==> config.mk <==
export PLATFORM = sky130hd
export DESIGN_NAME = prog_seq
export DESIGN_NICKNAME = d
export VERILOG_FILES = /design/src/rtl/prog_seq_pkg.sv /design/src/rtl/seq_decode.sv /design/src/rtl/seq_call_stack.sv /design/src/rtl/seq_fetch_addr.sv /design/src/rtl/prog_seq.sv
export SDC_FILE = /design/constraint.sdc
export NUM_CORES = 1
export LEC_CHECK = 0
export BUFFER_PORTS_ARGS = -buffer_cell sky130_fd_sc_hd__buf_2
export CAP_MARGIN = 20
export CORE_ASPECT_RATIO = 1.25
export CORE_UTILIZATION = 54
export DETAILED_ROUTE_END_ITERATION = 6
export PLACE_DENSITY = 0.76
export SYNTH_ARGS = -nofsm -noshare
export SYNTH_HDL_FRONTEND = slang
export SYNTH_SLANG_ARGS = --single-unit
==> constraint.sdc <==
create_clock -name clk -period 4.5 [get_ports clk]
set_input_delay 0.45 -clock clk [delete_from_list [all_inputs] [get_ports clk]]
set_output_delay 0.45 -clock clk [all_outputs]
set_load 0.01 [all_outputs]
==> src/rtl/prog_seq_pkg.sv <==
// Shared widths, opcode classes and the decoded-opcode record for the
// paged program sequencer. Assumes a 16-bit opcode with a 6-bit operation field.
package prog_seq_pkg;
    localparam int OP_W    = 16;
    localparam int PTR_W   = 8;
    localparam int PAGE_W  = 15;
    localparam int FLAG_W  = 4;
    localparam int SEL_W   = $clog2(FLAG_W);
    localparam int RET_W   = PAGE_W + PTR_W;

    typedef enum logic [2:0] {
        CL_NONE,
        CL_JUMP,
        CL_CALL,
        CL_RET,
        CL_SKIP,
        CL_PBUF,
        CL_STOP
    } op_class_e;

    typedef struct packed {
        op_class_e          cls;
        logic               cond_always;
        logic               cond_inv;
        logic [SEL_W-1:0]   cond_sel;
        logic               far;
        logic               byte_mode;
        logic               byte_hi;
        logic [7:0]         imm;
    } dec_t;
endpackage

==> src/rtl/seq_decode.sv <==
// Opcode decoder: sorts the 6-bit operation field into a sequencing class
// and extracts the condition, far bit and immediate. Purely combinational.
module seq_decode
    import prog_seq_pkg::*;
(
    input  logic [OP_W-1:0] op_i,
    output dec_t            dec_o
);
    // Class and field extraction from the operation field.
    always_comb begin
        dec_o             = '0;
        dec_o.cls         = CL_NONE;
        dec_o.cond_always = 1'b0;
        dec_o.cond_inv    = op_i[9];
        dec_o.cond_sel    = op_i[10 +: SEL_W];
        dec_o.far         = op_i[8];
        dec_o.byte_mode   = 1'b0;
        dec_o.byte_hi     = op_i[8];
        dec_o.imm         = op_i[7:0];
        casez (op_i[15:10])
            6'b0100??: dec_o.cls = CL_JUMP;
            6'b0101??: dec_o.cls = CL_CALL;
            6'b011000: begin dec_o.cls = CL_JUMP; dec_o.cond_always = 1'b1; end
            6'b011001: begin dec_o.cls = CL_CALL; dec_o.cond_always = 1'b1; end
            6'b011010: dec_o.cls = CL_RET;
            6'b0111??: dec_o.cls = CL_SKIP;
            6'b100000: dec_o.cls = CL_PBUF;
            6'b100001: begin dec_o.cls = CL_PBUF; dec_o.byte_mode = 1'b1; end
            6'b111111: dec_o.cls = CL_STOP;
            default:   dec_o.cls = CL_NONE;
        endcase
    end

    // Stop must never be decoded as a transfer.
    always_comb begin
        p_stop_not_xfer_r12: assert (!(op_i[15:10] == 6'h3F) || dec_o.cls == CL_STOP);
    end
endmodule

==> src/rtl/seq_call_stack.sv <==
// Circular hardware return stack. A push when full overwrites the oldest
// entry; a pop when empty yields zero. Assumes push and pop are never
// requested in the same cycle.
module seq_call_stack #(
    parameter int DEPTH = 8,
    parameter int W     = 23
) (
    input  logic         clk,
    input  logic         rst_n,
    input  logic         push_i,
    input  logic         pop_i,
    input  logic [W-1:0] push_data_i,
    output logic [W-1:0] pop_data_o
);
    localparam int IDX_W = (DEPTH > 1) ? $clog2(DEPTH) : 1;
    localparam int CNT_W = $clog2(DEPTH + 1);
    localparam logic [IDX_W-1:0] LAST = IDX_W'(DEPTH - 1);
    localparam logic [CNT_W-1:0] FULL = CNT_W'(DEPTH);

    logic [W-1:0]     mem_q [DEPTH];
    logic [IDX_W-1:0] tos_q;
    logic [CNT_W-1:0] cnt_q;
    logic [IDX_W-1:0] tos_up;
    logic [IDX_W-1:0] tos_dn;

    // Wrapping index neighbours of the top of stack.
    always_comb begin
        tos_up = (tos_q == LAST) ? '0 : tos_q + 1'b1;
        tos_dn = (tos_q == '0) ? LAST : tos_q - 1'b1;
    end

    // Top-of-stack read, zero when nothing is stored.
    assign pop_data_o = (cnt_q == '0) ? '0 : mem_q[tos_q];

    // Index and occupancy bookkeeping.
    always_ff @(posedge clk) begin
        if (!rst_n) begin
            tos_q <= LAST;
            cnt_q <= '0;
        end else if (pop_i) begin
            if (cnt_q != '0) begin
                tos_q <= tos_dn;
                cnt_q <= cnt_q - 1'b1;
            end
        end else if (push_i) begin
            tos_q <= tos_up;
            if (cnt_q != FULL) cnt_q <= cnt_q + 1'b1;
        end
    end

    // Entry storage; a push lands one slot above the current top.
    always_ff @(posedge clk) begin
        if (push_i && !pop_i) mem_q[tos_up] <= push_data_i;
    end

    // A push into a full stack keeps it full.
    p_full_push_keeps_r10: assert property (@(posedge clk) disable iff (!rst_n)
        (push_i && !pop_i && cnt_q == FULL) |=> cnt_q == FULL);
    // A pop from an empty stack leaves it empty.
    p_empty_pop_stays_r10: assert property (@(posedge clk) disable iff (!rst_n)
        (pop_i && cnt_q == '0) |=> cnt_q == '0);
endmodule

==> src/rtl/seq_fetch_addr.sv <==
// Forms the program byte address: base plus page and pointer scaled for
// two-byte words. Result wraps modulo the base width.
module seq_fetch_addr
    import prog_seq_pkg::*;
#(
    parameter int BASE_W = 24
) (
    input  logic [BASE_W-1:0] base_i,
    input  logic [PAGE_W-1:0] page_i,
    input  logic [PTR_W-1:0]  ptr_i,
    output logic [BASE_W-1:0] addr_o
);
    localparam int OFF_W = PAGE_W + PTR_W + 1;
    logic [OFF_W-1:0]  offset;
    logic [BASE_W-1:0] offset_ext;

    assign offset = {page_i, ptr_i, 1'b0};

    // Size the word offset to the base width.
    generate
        if (BASE_W >= OFF_W) begin : g_widen
            assign offset_ext = {{(BASE_W - OFF_W){1'b0}}, offset};
        end else begin : g_trim
            assign offset_ext = offset[BASE_W-1:0];
        end
    endgenerate

    assign addr_o = base_i + offset_ext;
endmodule

==> src/rtl/prog_seq.sv <==
// Paged program sequencer. Holds pointer, page, page buffer, run and skip
// state; executes one opcode per clock while running. Assumes op_i is the
// word at fetch_addr_o in the same cycle.
module prog_seq
    import prog_seq_pkg::*;
#(
    parameter int BASE_W      = 24,
    parameter int STACK_DEPTH = 8
) (
    input  logic                 clk,
    input  logic                 rst_n,
    input  logic                 start_i,
    input  logic [PAGE_W-1:0]    start_page_i,
    input  logic [PTR_W-1:0]     start_ptr_i,
    input  logic [OP_W-1:0]      op_i,
    input  logic [FLAG_W-1:0]    flags_i,
    input  logic [BASE_W-1:0]    base_i,
    output logic [BASE_W-1:0]    fetch_addr_o,
    output logic                 running_o
);
    logic              running_q, running_n;
    logic              skip_q, skip_n;
    logic [PTR_W-1:0]  ptr_q, ptr_n, ptr_inc;
    logic [PAGE_W-1:0] page_q, page_n;
    logic [PAGE_W-1:0] pbuf_q, pbuf_n;
    dec_t              dec;
    logic              exec, cond_ok, push, pop;
    logic [RET_W-1:0]  ret_word;

    seq_decode u_dec (
        .op_i  (op_i),
        .dec_o (dec)
    );

    seq_call_stack #(.DEPTH(STACK_DEPTH), .W(RET_W)) u_stack (
        .clk         (clk),
        .rst_n       (rst_n),
        .push_i      (push),
        .pop_i       (pop),
        .push_data_i ({page_q, ptr_inc}),
        .pop_data_o  (ret_word)
    );

    seq_fetch_addr #(.BASE_W(BASE_W)) u_addr (
        .base_i (base_i),
        .page_i (page_q),
        .ptr_i  (ptr_q),
        .addr_o (fetch_addr_o)
    );

    assign running_o = running_q;

    // Qualify the current opcode and evaluate its condition.
    always_comb begin
        exec    = running_q && !skip_q && !start_i;
        cond_ok = dec.cond_always || (flags_i[dec.cond_sel] ^ dec.cond_inv);
        ptr_inc = ptr_q + 1'b1;
        push    = exec && dec.cls == CL_CALL && cond_ok;
        pop     = exec && dec.cls == CL_RET;
    end

    // Next-state selection for pointer, page, page buffer, run and skip.
    always_comb begin
        ptr_n     = ptr_q;
        page_n    = page_q;
        pbuf_n    = pbuf_q;
        running_n = running_q;
        skip_n    = skip_q;
        if (start_i) begin
            ptr_n     = start_ptr_i;
            page_n    = start_page_i;
            running_n = 1'b1;
            skip_n    = 1'b0;
        end else if (running_q) begin
            if (skip_q) begin
                ptr_n  = ptr_inc;
                skip_n = 1'b0;
            end else begin
                unique case (dec.cls)
                    CL_JUMP, CL_CALL: begin
                        if (cond_ok) begin
                            ptr_n = dec.imm;
                            if (dec.far) page_n = pbuf_q;
                        end else begin
                            ptr_n = ptr_inc;
                        end
                    end
                    CL_RET: begin
                        {page_n, ptr_n} = ret_word;
                    end
                    CL_SKIP: begin
                        ptr_n  = ptr_inc;
                        skip_n = cond_ok;
                    end
                    CL_PBUF: begin
                        ptr_n = ptr_inc;
                        if (!dec.byte_mode)
                            pbuf_n = {{(PAGE_W - 8){1'b0}}, dec.imm};
                        else if (dec.byte_hi)
                            pbuf_n[PAGE_W-1:8] = dec.imm[PAGE_W-9:0];
                        else
                            pbuf_n[7:0] = dec.imm;
                    end
                    CL_STOP: begin
                        running_n = 1'b0;
                    end
                    default: begin
                        ptr_n = ptr_inc;
                    end
                endcase
            end
        end
    end

    // State registers with synchronous active-low reset.
    always_ff @(posedge clk) begin
        if (!rst_n) begin
            running_q <= 1'b0;
            skip_q    <= 1'b0;
            ptr_q     <= '0;
            page_q    <= '0;
            pbuf_q    <= '0;
        end else begin
            running_q <= running_n;
            skip_q    <= skip_n;
            ptr_q     <= ptr_n;
            page_q    <= page_n;
            pbuf_q    <= pbuf_n;
        end
    end

    // Start loads the entry point and runs.
    p_start_runs_r3: assert property (@(posedge clk) disable iff (!rst_n)
        start_i |=> running_o && ptr_q == $past(start_ptr_i) && page_q == $past(start_page_i));
    // A near transfer leaves the page alone.
    p_near_keeps_page_r5: assert property (@(posedge clk) disable iff (!rst_n)
        (exec && (dec.cls == CL_JUMP || dec.cls == CL_CALL) && !dec.far) |=> page_q == $past(page_q));
    // Page buffer loads never move the page.
    p_pbuf_keeps_page_r7: assert property (@(posedge clk) disable iff (!rst_n)
        (exec && dec.cls == CL_PBUF) |=> page_q == $past(page_q));
    // A discarded opcode only steps the pointer.
    p_skip_discards_r11: assert property (@(posedge clk) disable iff (!rst_n)
        (running_q && skip_q && !start_i) |=>
            running_o && page_q == $past(page_q) && ptr_q == $past(ptr_inc) && !skip_q);
    // Stop halts the core.
    p_stop_halts_r12: assert property (@(posedge clk) disable iff (!rst_n)
        (exec && dec.cls == CL_STOP) |=> !running_o && ptr_q == $past(ptr_q));
    // A halted core holds its position until started.
    p_idle_frozen_r12: assert property (@(posedge clk) disable iff (!rst_n)
        (!running_q && !start_i) |=> !running_o && $stable(ptr_q) && $stable(page_q));
endmodule

After elaboration in Yosys (flattened, before gate mapping). Memory sizes are Yosys's and may differ from the RTL's. A register that Yosys moved wholly into a read port is not among the register bits. Cells that the tools add are included.

Logic and storage cells: 112. Output and inout port bits: 25. Memories kept: 1. Memory bits (writable): 184. Flip-flop bits (word level): 47.

Add/sub/neg operators: 6. Bitwise operators: 4. Equality and inequality tests: 24. Reductions and logical operators: 29. Multiplexer cells: 39. Magnitude comparators: 1.

Memory list: u_stack.mem_q (depth 8, bits a word 23, read ports 1, clocked after memory_dff 1, wr ports 1, RTL line seq_call_stack.sv:20) `logic [W-1:0] mem_q [DEPTH];`.

Operators with widths (count): two-way mux 15 bit (6); two-way mux 8 bit (5); one-hot mux 15 bit (2 select lines) (1); adder 24 bit (1); one-hot mux 8 bit (3 select lines) (1); two-way mux 23 bit (1); two-way mux 3 bit (7); == test 6 x 5 -> 1 bit, second input constant (3); == test 6 bit, second input constant (3); one-hot mux 3 bit (6 select lines) (1); two-way mux 4 bit (4); AND reduction 5 bit (3); == test 3 bit, second input constant (4); == test 4 x 3 -> 1 bit, second input constant (3); OR reduction 2 bit (6); two-way mux 1 bit (11); != test 3 bit, second input constant (3); adder 8 x 1 -> 8 bit, second input constant (1); != test 2 bit, second input constant (4); two-way mux 7 bit (1); == test 3 x 2 -> 1 bit, second input constant (2); logical AND 1 bit (6); nonzero test 2 bit (3); adder 4 x 1 -> 4 bit, second input constant (1); other kinds (17) (22).

Depth between registers and ports, before layout. Gate-level depths: netlist (run 1).

Depth in word-level cells: 10. Depth in mapped cells: 11. Gate-level depth less buffers: 10.

Hierarchy. Synthesis (run 1) repeated with hierarchy kept, for this count alone.

Cells, all modules: 851. Area, all modules: 11646.2 um^2.

Modules (own cells, without submodules): seq_call_stack (cells each 366, area each 7641.1 um^2, times used 1, sequential area each 5725.5 um^2); prog_seq (cells each 293, area each 2603.7 um^2, times used 1, sequential area each 800.8 um^2); seq_fetch_addr (cells each 158, area each 1182.4 um^2, times used 1, sequential area each 0.0 um^2); seq_decode (cells each 34, area each 219.0 um^2, times used 1, sequential area each 0.0 um^2).

Worst setup path before layout (run 1). No wires, ideal clock.

Path type: input to register. Start point: input port op_i[10]. End point: memory u_stack.mem_q[1][0] (enable). Setup time: 461 ps. Arrival time: 3904 ps. Data required time: 4039 ps. Path buffers: 1. Setup slack: 135 ps. Cell stages on the path: 7. Path through: buf_6 mux4_2 xnor2_2 nand2_4 and3_4 nand2b_1 nor4_1.

Word-level cells in the longest chain between the ends: 9. Elaborated cells on any way between the ends: 25.

Ends and longest elaborated chain: start, declared (RTL line prog_seq.sv:15) `input logic [OP_W-1:0] op_i,`; == test 6 bit or == test 6 x 5 -> 1 bit (tied branches) (RTL line seq_decode.sv:20) `casez (op_i[15:10])`; OR reduction 2 bit (no line); one-hot mux 3 bit (6 select lines) (RTL line seq_decode.sv:20); == test 3 x 2 -> 1 bit (on tied branches) (RTL line prog_seq.sv:58, prog_seq.sv:59); logical AND 1 bit (on tied branches) (RTL line prog_seq.sv:58, prog_seq.sv:59); logical AND 1 bit or zero test 1 bit (tied branches) (RTL line prog_seq.sv:58, seq_call_stack.sv:53); logical AND 1 bit (*) (RTL line seq_call_stack.sv:53) `if (push_i && !pop_i) mem_q[tos_up] <= push_data_i;`; two-way mux 1 bit (*) (RTL line seq_call_stack.sv:53); two-way mux 1 bit (implied by the code) (*) (RTL line seq_call_stack.sv:53); end, declared (RTL line seq_call_stack.sv:20).

Every way passes the cells marked *; elsewhere a longest branch is shown, timed or not. The select of a mux whose other input is x is not followed.

Worst setup path in the final report (run 1).
Start point: register ptr_q[0]. End point: output port fetch_addr_o[23].

Word-level cells in the longest chain between the ends: 1.

Ends and longest elaborated chain: start, declared (RTL line prog_seq.sv:23) `logic [PTR_W-1:0] ptr_q, ptr_n, ptr_inc;`; start signal, assigned (RTL line prog_seq.sv:126) `ptr_q <= ptr_n;`; adder 24 bit (RTL line seq_fetch_addr.sv:28) `assign addr_o = base_i + offset_ext;`; end, declared (RTL line prog_seq.sv:18) `output logic [BASE_W-1:0] fetch_addr_o,`.

No other way between the ends.

==> reports/metrics.csv, run 1 <==
stage,metric,value,unit
run_status,status,"complete, no violations",
sta,fmax,249.0,MHz
layout,num-fill-cells,1374,
power,p_comb_share,8.8,%
global_route,grt_overflow,0,
logic_synthesis,synthFlopType,edfxtp_1,
global_route,grt_antenna_before_repair,2,
logic_synthesis,yosysMostFrequentCell,edfxtp_1,
logic_synthesis,yosysTopAreaCell,edfxtp_1,
floorplanning,core_area,0.01947,mm^2
power,power.density,379.9,mW/mm^2
place,place_congestion,0.9327,
logic_synthesis,syn-cell-area,0.01078,mm^2
detailed_routing,wl_per_cell,23.40,um
clock_network,postCtsResizedCells,0,
run,cap_violations,0,
setup_path,cp_data_required_time,4.05,ns
hold_path,hold_path_depth,2,
global_route,grt_pass1_wl,40.01,mm
floorplanning,die_area,0.02053,mm^2
place,post-dp-hpwl,17.00,mm
clock_network,cts_hold_buf,0,
sta,setup_violations,0,
clock_network,clkSinkCount,234,
setup_path,reg2reg_depth,6,
logic_synthesis,yosys_warnings,0,
logic_synthesis,yosys-top-cells-area,"edfxtp_1, mux4_2, dfxtp_1",
sta,fin_tns_setup,0,ns
floorplanning,dieWidth,128.3,um
detailed_routing,drc,0,
sta,fin_crit_sh,89.24,%
place,port_buffers,92,
logic_synthesis,synth_nets,827,
global_route,grt_max_degree,48,
global_route,use_met2,43.46,%
floorplanning,initial_core_util,55.34,%
setup_path,cp_data_arrival_time,3.57,ns
setup_path,worstSetupStartpoint,ptr_q[0]$_SDFFE_PN0P_,
floorplanning,io_pins,95,
power,cell_internal_pwr,3.636,mW
hold_path,min-delay-start,start_ptr_i[6],
logic_synthesis,synth_edf_count,184,
power,power_switching,1.034,mW
power,switching_share,22.14,%
hold_path,hold_class,in2reg,
layout,regArea,0.006529,mm^2
sta,min_period,4.016,ns
floorplanning,num_rows,57,
global_route,grtUsageTotal,25.98,%
layout,layout-drive-gt1-share,27.68,%
detailed_routing,dr.first_iter.drc_count,656,
layout,final_nets,921,
power,clockPowerShare,39.9,%
sta,slew_viol_final,0,
sta,tightest_slew,0.9886,ns
global_route,first_global_vias,7133,
detailed_routing,drt-pass1-iter-count,5,
logic_synthesis,synth_cell_type_count,69,
logic_synthesis,netlist_instances,728,
global_route,grtUsageMet3,4.925,%
setup_path,path_class,reg2out,
clock_network,clk_path_buf_depth,3,
sta,grt_setup_unrepaired,no,
floorplanning,die_height,159.9,um
layout,multi_input_area,0.004064,mm^2
setup_path,cp-start-kind,flop,
layout,syn_to_final_growth,14.08,%
detailed_routing,drtAntennaViolNets,0,
logic_synthesis,yosysTopAreaCellShare,51.28,%
clock_network,clock_latency,0.50,ns
setup_path,critPathMaxFanout,6,
logic_synthesis,ys_async_sr_fraction,0,%
sta,worst_clock_skew,0.008440,ns
logic_synthesis,synthTopCellsByCount,"edfxtp_1, dfxtp_1, mux4_2",
clock_network,cts_tree,done,
clock_network,cts_made_buffers,22,
global_route,busiest_layer,met2,
setup_path,end_kind,output pin,
clock_network,cts_setup_buffers,0,
layout,finalCoreUtilization,63.14,%
logic_synthesis,synth.ff_latch_count,234,
setup_path,r2r_setup_slack,1.76,ns
global_route,use_met1,33.60,%
clock_network,cts-root-buf,clkbuf_16,
logic_synthesis,syn_area_per_cell,14.80,um^2
clock_network,htreeDepth,1,
power,ir_drop,0.0002726,V
clock_network,cts.clk_slew.worst_paths,0.06,ns
detailed_routing,vias,7030,
detailed_routing,wl,25.86,mm
logic_synthesis,yosysSeqAreaShare,60.57,%
sta,max-slew-margin-rel,34.10,%
power,power_frac_seq,51.3,%
sta,hold_violations,0,
power,p_leak,4.548,nW
detailed_routing,routed_via_density,6.362,
-- cell usage in the layout, fill, tap and decap left out, types with 8 or more instances in the layout --
cell type and n:
edfxtp_1 184, buf_2 92, dfxtp_1 48, mux4_2 47, a21oi_1 28, ha_1 28, nor2_1 25, nand2_1 25
mux2_2 23, clkbuf_16 23, nor2b_1 22, xnor2_1 20, a22oi_1 18, o21ai_0 18, a21o_1 14, nor3_1 13
mux2i_1 13, inv_1 13, nand3_1 12, buf_4 12, xor2_1 9, a211oi_1 8, o221ai_1 8
-- area by class of cell --
class	instances	area share [%]
flip-flops and latches	234	53.11
multi-input cells	446	33.06
clock buffers	31	5.171
repair buffers	105	4.641
well taps	265	2.697
clock inverters	9	0.8855
inverters	13	0.3969
diodes	2	0.04071
-- through the flow --
stage               cell area [um^2]  setup WS, ns  std cells  total power, mW  hold WS (ns)
floorplan                      10780        0.1347        728            2.686        0.4861
global placement               11540         1.060       1063            2.826        0.5031
detailed placement             11540         1.008       1063            2.842        0.5181
CTS                            12290        0.5284       1103            4.688        0.1953
global route                   12290        0.2232       1103            4.805        0.1994
finish                         12290        0.4841       1105            4.670        0.2111
-- power groups by stage --
stage	clock, mW	combinational, mW	sequential, mW
after floorplan	0	0.264	2.42
after global placement	0	0.387	2.44
after detailed placement	0	0.400	2.44
after CTS	1.89	0.404	2.39
after global routing	1.97	0.441	2.40
final	1.86	0.410	2.40
-- routing by layer --
layer	vias up	share of wire, %
met5	-	0
met4	0	3.3
met3	55	8.1
met2	387	50
met1	3502	39
li1	3086	-
-- critical path, cell delays in order (launching register included) --
cell      delay, ns
dfxtp_1        0.43
ha_1           0.28
inv_1          0.07
fa_1           0.41
nor2b_1        0.12
o21ai_0        0.14
a31oi_2        0.37
a211oi_1       0.17
nor3b_1        0.45
a311oi_1       0.17
a311oi_1       0.27
buf_2          0.17
-- state kept, by name, indices dropped and copies added (netlist names), named ones only --
name and flops:
running_o 1, u_stack.cnt_q 4, skip_q 1, u_stack.mem_q 184, page_q 15, ptr_q 8
pbuf_q 15, u_stack.tos_q 3
-- final timing paths --
kind	end
max	fetch_addr_o[23]
min	ptr_q[6]$_SDFFE_PN0P_
max reg2reg	page_q[13]$_SDFFE_PN0P_
min reg2reg	pbuf_q[2]$_SDFFE_PN0P_
-- kinds of logic after synthesis --
| kind of cell | synth area share [%] |
|---|---|
| xor gates and xnor gates | 2.508 |
| AOI/OAI and AO/OA | 10.69 |
| and+or+nand+nor | 7.339 |
| adders and majority gates | 3.437 |
| buffers and inverters | 2.020 |
| DFF | 60.57 |
| muxes | 13.43 |
(Power assumes the default switching activity.)
==> run 2: changes to the inputs <==
Settings changed: RECOVER_POWER set to 50.
==> run 2 against run 1 <==
The run now ends with max-capacitance violations, max-slew violations left. Combinational power is essentially flat. Critical endpoint unchanged. Die area unchanged. Largest power group unchanged. Utilization decreased by 0.13 points. Worst hold slack improved by 0.0023 ns.
==> reports/metrics.csv, run 2 (synthesized netlist as in run 1, its figures left out) <==
stage,metric,value,unit,change
detailed_routing,routed_via_density,6.359,,about the same
detailed_routing,dr.first_iter.drc_count,663,,+1.1%
setup_path,cpMostUsedCell,a311oi_1,,
place,port_buffers,92,,unchanged
place,post-dp-hpwl,17.00,mm,unchanged
setup_path,r2r_setup_slack,1.15,ns,-0.61 ns
detailed_routing,wl,25.95,mm,+0.36%
clock_network,postCtsResizedCells,0,,unchanged
layout,design_area,0.01227,mm^2,-0.21%
setup_path,cp_data_arrival_time,3.57,ns,about the same
layout,layout_common_cells,"edfxtp_1, buf_2, dfxtp_1",,
setup_path,regToRegEndpoint,u_stack.mem_q[7][22]$_DFFE_PP_,,
sta,fin_tns_setup,0,ns,unchanged
setup_path,cp_slowest_cell,nor3b_1,,
clock_network,htreeDepth,1,,unchanged
sta,setup_violations,0,,unchanged
setup_path,cp_cell_sequence,ha_1 -> inv_1 -> fa_1 -> nor2b_1 -> o21ai_0 -> a31oi_2 -> a211oi_1 -> nor3b_1 -> a311oi_1 -> a311oi_1 -> buf_2,,
sta,hold_violations,0,,unchanged
place,place_congestion,0.9327,,unchanged
power,p_leak,4.518,nW,-0.65%
setup_path,critPathMaxFanout,6,,unchanged
sta,min_period,4.016,ns,+0.0002540 ns
setup_path,max_stage_delay,0.45,ns,about the same
sta,slew_viol_final,24,,+24
power,ir_drop,0.0002714,V,-0.41%
hold_path,worst_hold_path.endpoint,ptr_q[6]$_SDFFE_PN0P_,,
global_route,grt_antenna_before_repair,2,,unchanged
clock_network,clkSinkCount,234,,unchanged
floorplanning,num_rows,57,,unchanged
place,placed_area,0.01154,mm^2,unchanged
detailed_routing,vias,7020,,-0.14%
global_route,grt_pass1_wl,40.01,mm,unchanged
floorplanning,io_pins,95,,unchanged
layout,largest_register_ffs,184,,unchanged
layout,layout-drive-gt1-share,26.73,%,-0.95 points
detailed_routing,wl_per_cell,23.51,um,+0.45%
detailed_routing,drt-pass1-iter-count,7,,+2
layout,final_nets,921,,unchanged
layout,top_register,u_stack.mem_q,,
floorplanning,initial_core_util,55.34,%,unchanged
layout,final_common_cell,edfxtp_1,,
global_route,grt_overflow,0,,unchanged
run_status,failed_checks,"max-capacitance violations, max-slew violations",,
sta,max-slew-margin-rel,-21.97,%,-56 points
layout,reg_top3,"u_stack.mem_q x184, page_q x15, pbuf_q x15",,
global_route,grt_max_degree,48,,unchanged
clock_network,clk_path_buf_depth,3,,unchanged
sta,grt_setup_unrepaired,no,,
setup_path,end_kind,output pin,,
sta,tightest_slew,1.830,ns,+0.8409 ns
hold_path,min-delay-start,start_ptr_i[6],,
detailed_routing,drtAntennaViolNets,0,,unchanged
clock_network,cts_setup_buffers,0,,unchanged
floorplanning,dieWidth,128.3,um,unchanged
detailed_routing,drc,0,,unchanged
setup_path,cp_data_required_time,4.05,ns,about the same
run,cap_violations,1,,+1
power,power.density,380.7,mW/mm^2,+0.20%
clock_network,cts.clk_slew.worst_paths,0.06,ns,about the same
clock_network,clock_latency,0.50,ns,about the same
global_route,grtUsageTotal,25.98,%,unchanged
clock_network,cts-root-buf,clkbuf_16,,
setup_path,r2r_start,skip_q$_SDFFE_PP0P_,,
layout,num-fill-cells,1383,,+0.66%
floorplanning,die_height,159.9,um,unchanged
floorplanning,die_area,0.02053,mm^2,unchanged
hold_path,hold_path_depth,2,,unchanged
setup_path,reg2reg_depth,6,,unchanged
global_route,first_global_vias,7133,,unchanged
setup_path,path_class,reg2out,,
clock_network,cts_made_buffers,22,,unchanged
sta,worst_clock_skew,0.008167,ns,-0.0002731 ns
clock_network,cts_tree,done,,
floorplanning,core_area,0.01947,mm^2,unchanged
sta,fmax,249.0,MHz,about the same
hold_path,hold_class,in2reg,,
run_status,status,"finished, violations left",,
clock_network,cts_hold_buf,0,,unchanged
sta,fin_crit_sh,89.25,%,about the same
setup_path,cp-start-kind,flop,,
layout,syn_to_final_growth,13.84,%,
## run 2: layout make-up
cell class / instances / area, um^2 / area share [%]
clock inverters: 9 / 108.9 / 0.8874
flip-flops and latches: 234 / 6529 / 53.22
inverters: 13 / 48.80 / 0.3978
repair buffers: 105 / 558.0 / 4.549
clock buffers: 31 / 635.6 / 5.182
well taps: 265 / 331.6 / 2.703
multi-input cells: 446 / 4053 / 33.04
diodes: 1 / 2.502 / 0.02040
## run 2: worst max-delay path: cells and delay by family (launching register included)
family | cells | cell delay, ns
compound gates | 5 | 1.11
fa+ha+maj | 2 | 0.69
simple gates | 2 | 0.57
flops | 1 | 0.44
buf+inv | 2 | 0.24
## run 2: routing by layer
| metal | track usage [%] | vias to the layer above | share of wire, % |
|---|---|---|---|
| met4 | 9.679 | 0 | 3.1 |
| met1 | 33.60 | 3515 | 39 |
| met3 | 4.925 | 56 | 7.8 |
| met5 | 0 | - | 0 |
| met2 | 43.46 | 367 | 50 |
| li1 | - | 3082 | - |
## run 2: report_power, final
group          switching (mW)  total (mW)  internal [mW]
combinational           0.236       0.408          0.172
clock                   0.758        1.87           1.11
sequential             0.0414        2.40           2.36
## run 2: metrics by stage
stage          worst slack, ns  utilization [%]  total power, mW  hold slack (ns)  std cells
6_report                0.4839            63.00            4.670           0.2134       1104
5_1_grt                 0.2232            62.99            4.803           0.1994       1103
4_1_cts                 0.5284            63.11            4.688           0.1953       1103
3_5_place_dp             1.008            59.29            2.842           0.5181       1063
3_3_place_gp             1.060            59.29            2.826           0.5031       1063
2_1_floorplan           0.1347                -            2.686           0.4861        728
## run 2: worst max path at each step
stage                                startpoint                            end  slack, ns  depth (start not counted)
final                     ptr_q[0]$_SDFFE_PN0P_               fetch_addr_o[23]       0.48                         11
after detailed placement              base_i[1]               fetch_addr_o[23]       1.01                         12
after global routing      ptr_q[0]$_SDFFE_PN0P_               fetch_addr_o[23]       0.22                         11
after global placement                base_i[1]               fetch_addr_o[23]       1.06                         12
after floorplan                        op_i[10]  u_stack.mem_q[1][0]$_DFFE_PP_       0.13                          7
after CTS                 ptr_q[0]$_SDFFE_PN0P_               fetch_addr_o[23]       0.53                         11
==> run 3: changes to the inputs <==
Settings changed: PLACE_DENSITY 0.76 to 0.87.
==> run 3 against run 2 <==
The run still ends with max-capacitance violations, max-slew violations left. Count of clock-buffer cells in the layout shrank 9. Die area is the same. Final area grew 0.33%.
==> reports/metrics.csv, run 3 (synthesized netlist as in run 1, its figures left out) <==
stage,metric,value,unit,change
setup_path,r2r_setup_slack,1.22,ns,+0.07 ns
setup_path,worst-path-buf-inv,2,,unchanged
setup_path,max_stage_delay,0.49,ns,+0.04 ns
sta,fin_tns_setup,0,ns,unchanged
sta,hold_violations,0,,unchanged
sta,tightest_slew,1.806,ns,-0.02348 ns
floorplanning,io_pins,95,,unchanged
run,cap_violations,2,,+1
place,port_buffers,92,,unchanged
setup_path,cp_slowest_cell,dfxtp_1,,
setup_path,cpMostUsedCell,a311oi_1,,
setup_path,worstSetupStartpoint,ptr_q[0]$_SDFFE_PN0P_,,
setup_path,cp_cell_sequence,ha_1 -> inv_1 -> fa_1 -> nor2b_1 -> o21ai_0 -> a31oi_2 -> a211oi_1 -> nor3b_1 -> a311oi_1 -> a311oi_1 -> buf_2,,
global_route,grt_overflow,0,,unchanged
detailed_routing,drc,0,,unchanged
setup_path,reg2reg_depth,6,,unchanged
place,post-dp-hpwl,17.02,mm,+0.11%
floorplanning,core_area,0.01947,mm^2,unchanged
detailed_routing,vias,7112,,+1.3%
clock_network,cts_made_buffers,22,,unchanged
global_route,grt_pass1_wl,40.58,mm,+1.4%
detailed_routing,drtAntennaViolNets,0,,unchanged
sta,slew_viol_final,48,,+100%
global_route,first_global_vias,7178,,+0.63%
setup_path,crit_end,fetch_addr_o[23],,
sta,fin_crit_sh,87.33,%,-1.9 points
global_route,grt_antenna_before_repair,3,,+1
layout,num-fill-cells,1332,,-3.7%
layout,top_register,u_stack.mem_q,,
clock_network,htreeDepth,1,,unchanged
setup_path,cp-start-kind,flop,,
power,power.density,389.2,mW/mm^2,+2.2%
floorplanning,die_area,0.02053,mm^2,unchanged
floorplanning,initial_core_util,55.34,%,unchanged
power,ir_drop,0.0002814,V,+3.7%
layout,fin_cells,1107,,+0.27%
sta,max-slew-margin-rel,-20.40,%,+1.6 points
global_route,grt_max_degree,48,,unchanged
run_status,failed_checks,"max-capacitance violations, max-slew violations",,
clock_network,clkSinkCount,234,,unchanged
sta,fmax,254.4,MHz,+2.2%
clock_network,cts_setup_buffers,0,,unchanged
layout,layout_common_cells,"edfxtp_1, buf_2, dfxtp_1",,
sta,worst_clock_skew,0.02148,ns,+0.01331 ns
setup_path,cp_data_required_time,4.05,ns,about the same
setup_path,crit_cells,11,,unchanged
detailed_routing,routed_via_density,6.425,,+1.0%
hold_path,hold_class,in2reg,,
floorplanning,die_height,159.9,um,unchanged
power,p_leak,4.527,nW,+0.20%
layout,largest_register_ffs,184,,unchanged
power,finalPower,4.790,mW,+2.6%
place,dp_cells,1063,,unchanged
sta,grt_setup_unrepaired,no,,
layout,final_common_cell,edfxtp_1,,
setup_path,r2r_start,skip_q$_SDFFE_PP0P_,,
detailed_routing,wl,26.57,mm,+2.4%
floorplanning,dieWidth,128.3,um,unchanged
clock_network,cts.clk_slew.worst_paths,0.07,ns,about the same
place,place_congestion,0.8613,,-7.7%
floorplanning,num_rows,57,,unchanged
clock_network,cts-root-buf,clkbuf_16,,
run_status,status,"finished, violations left",,
setup_path,regToRegEndpoint,u_stack.mem_q[3][14]$_DFFE_PP_,,
setup_path,end_kind,output pin,,
detailed_routing,wl_per_cell,24.00,um,+2.1%
layout,reg_top3,"u_stack.mem_q x184, page_q x15, pbuf_q x15",,
global_route,grtUsageTotal,26.73,%,+0.74 points
layout,layout-drive-gt1-share,27.18,%,+0.44 points
clock_network,clock_latency,0.51,ns,about the same
setup_path,crit_family,compound AO/OA/AOI/OAI gates,,
setup_path,path_class,reg2out,,
sta,setup_violations,0,,unchanged
sta,min_period,3.930,ns,-0.08606 ns
clock_network,postCtsResizedCells,0,,unchanged
layout,syn_to_final_growth,14.21,%,
clock_network,cts_tree,done,,
clock_network,clk_path_buf_depth,3,,unchanged
clock_network,cts_hold_buf,0,,unchanged
layout,final_nets,922,,+0.11%
setup_path,critPathMaxFanout,6,,unchanged
detailed_routing,dr.first_iter.drc_count,802,,+21%
setup_path,cp_data_arrival_time,3.48,ns,-0.09 ns
detailed_routing,drt-pass1-iter-count,6,,-1
[run 3: cell count changes in the layout (fill, tap and decap cells not counted), moves of 3 or more]
cell and delta:
clkbuf_8 -3, clkbuf_1 -6, bufinv_16 +3, clkinvlp_4 +3, clkinv_1 +3
[run 3: worst register-to-register path, stage by stage, from the launching register on]
cell	delay [ns]
dfxtp_1	0.42
nor3b_1	0.37
o211a_1	0.22
and3_1	0.25
nand2b_1	0.18
nor2_2	0.11
clkbuf_1	1.31
[run 3: layer usage]
| layer | share of wire [%] | vias up | GRT usage, % |
|---|---|---|---|
| met3 | 9.7 | 79 | 4.590 |
| li1 | - | 3085 | - |
| met5 | 0.038 | - | 0 |
| met2 | 50 | 466 | 45.11 |
| met1 | 36 | 3480 | 33.69 |
| met4 | 4.0 | 2 | 11.87 |
[run 3: where the power goes]
part | switching [mW] | internal (mW)
Sequential | 0.0429 | 2.35
Clock | 0.797 | 1.19
Combinational | 0.234 | 0.172
[run 3: worst min-delay path by stage]
| stage | from | end | slack (ns) | depth (start not counted) |
|---|---|---|---|---|
| floorplan | pbuf_q[0]$_SDFFE_PN0P_ | pbuf_q[0]$_SDFFE_PN0P_ | 0.49 | 2 |
| global placement | pbuf_q[4]$_SDFFE_PN0P_ | pbuf_q[4]$_SDFFE_PN0P_ | 0.51 | 2 |
| detailed placement | pbuf_q[4]$_SDFFE_PN0P_ | pbuf_q[4]$_SDFFE_PN0P_ | 0.52 | 2 |
| CTS | start_ptr_i[6] | ptr_q[6]$_SDFFE_PN0P_ | 0.18 | 2 |
| global route | start_ptr_i[6] | ptr_q[6]$_SDFFE_PN0P_ | 0.19 | 2 |
| finish | start_ptr_i[6] | ptr_q[6]$_SDFFE_PN0P_ | 0.19 | 2 |
[run 3: cell type report]
class,instances,area (um^2),share of cell area (%)
antenna,3,7.507,0.06100
clock buffer,22,550.5,4.473
clock inverter,18,232.7,1.891
inverter,13,48.80,0.3965
multi-input combinational,446,4053,32.93
sequential,234,6529,53.05
tap,265,331.6,2.694
timing repair buffer,106,554.3,4.504
[run 3: through the flow]
step	instance area (um^2)	worst slack (ns)	util, %	hold slack, ns
final	12310	0.5699	63.21	0.1866
after global routing	12300	0.2955	63.17	0.1905
after CTS	12310	0.5779	63.25	0.1762
after detailed placement	11530	1.122	59.23	0.5155
after global placement	11530	1.154	59.23	0.5064
after floorplan	10780	0.1347	-	0.4861
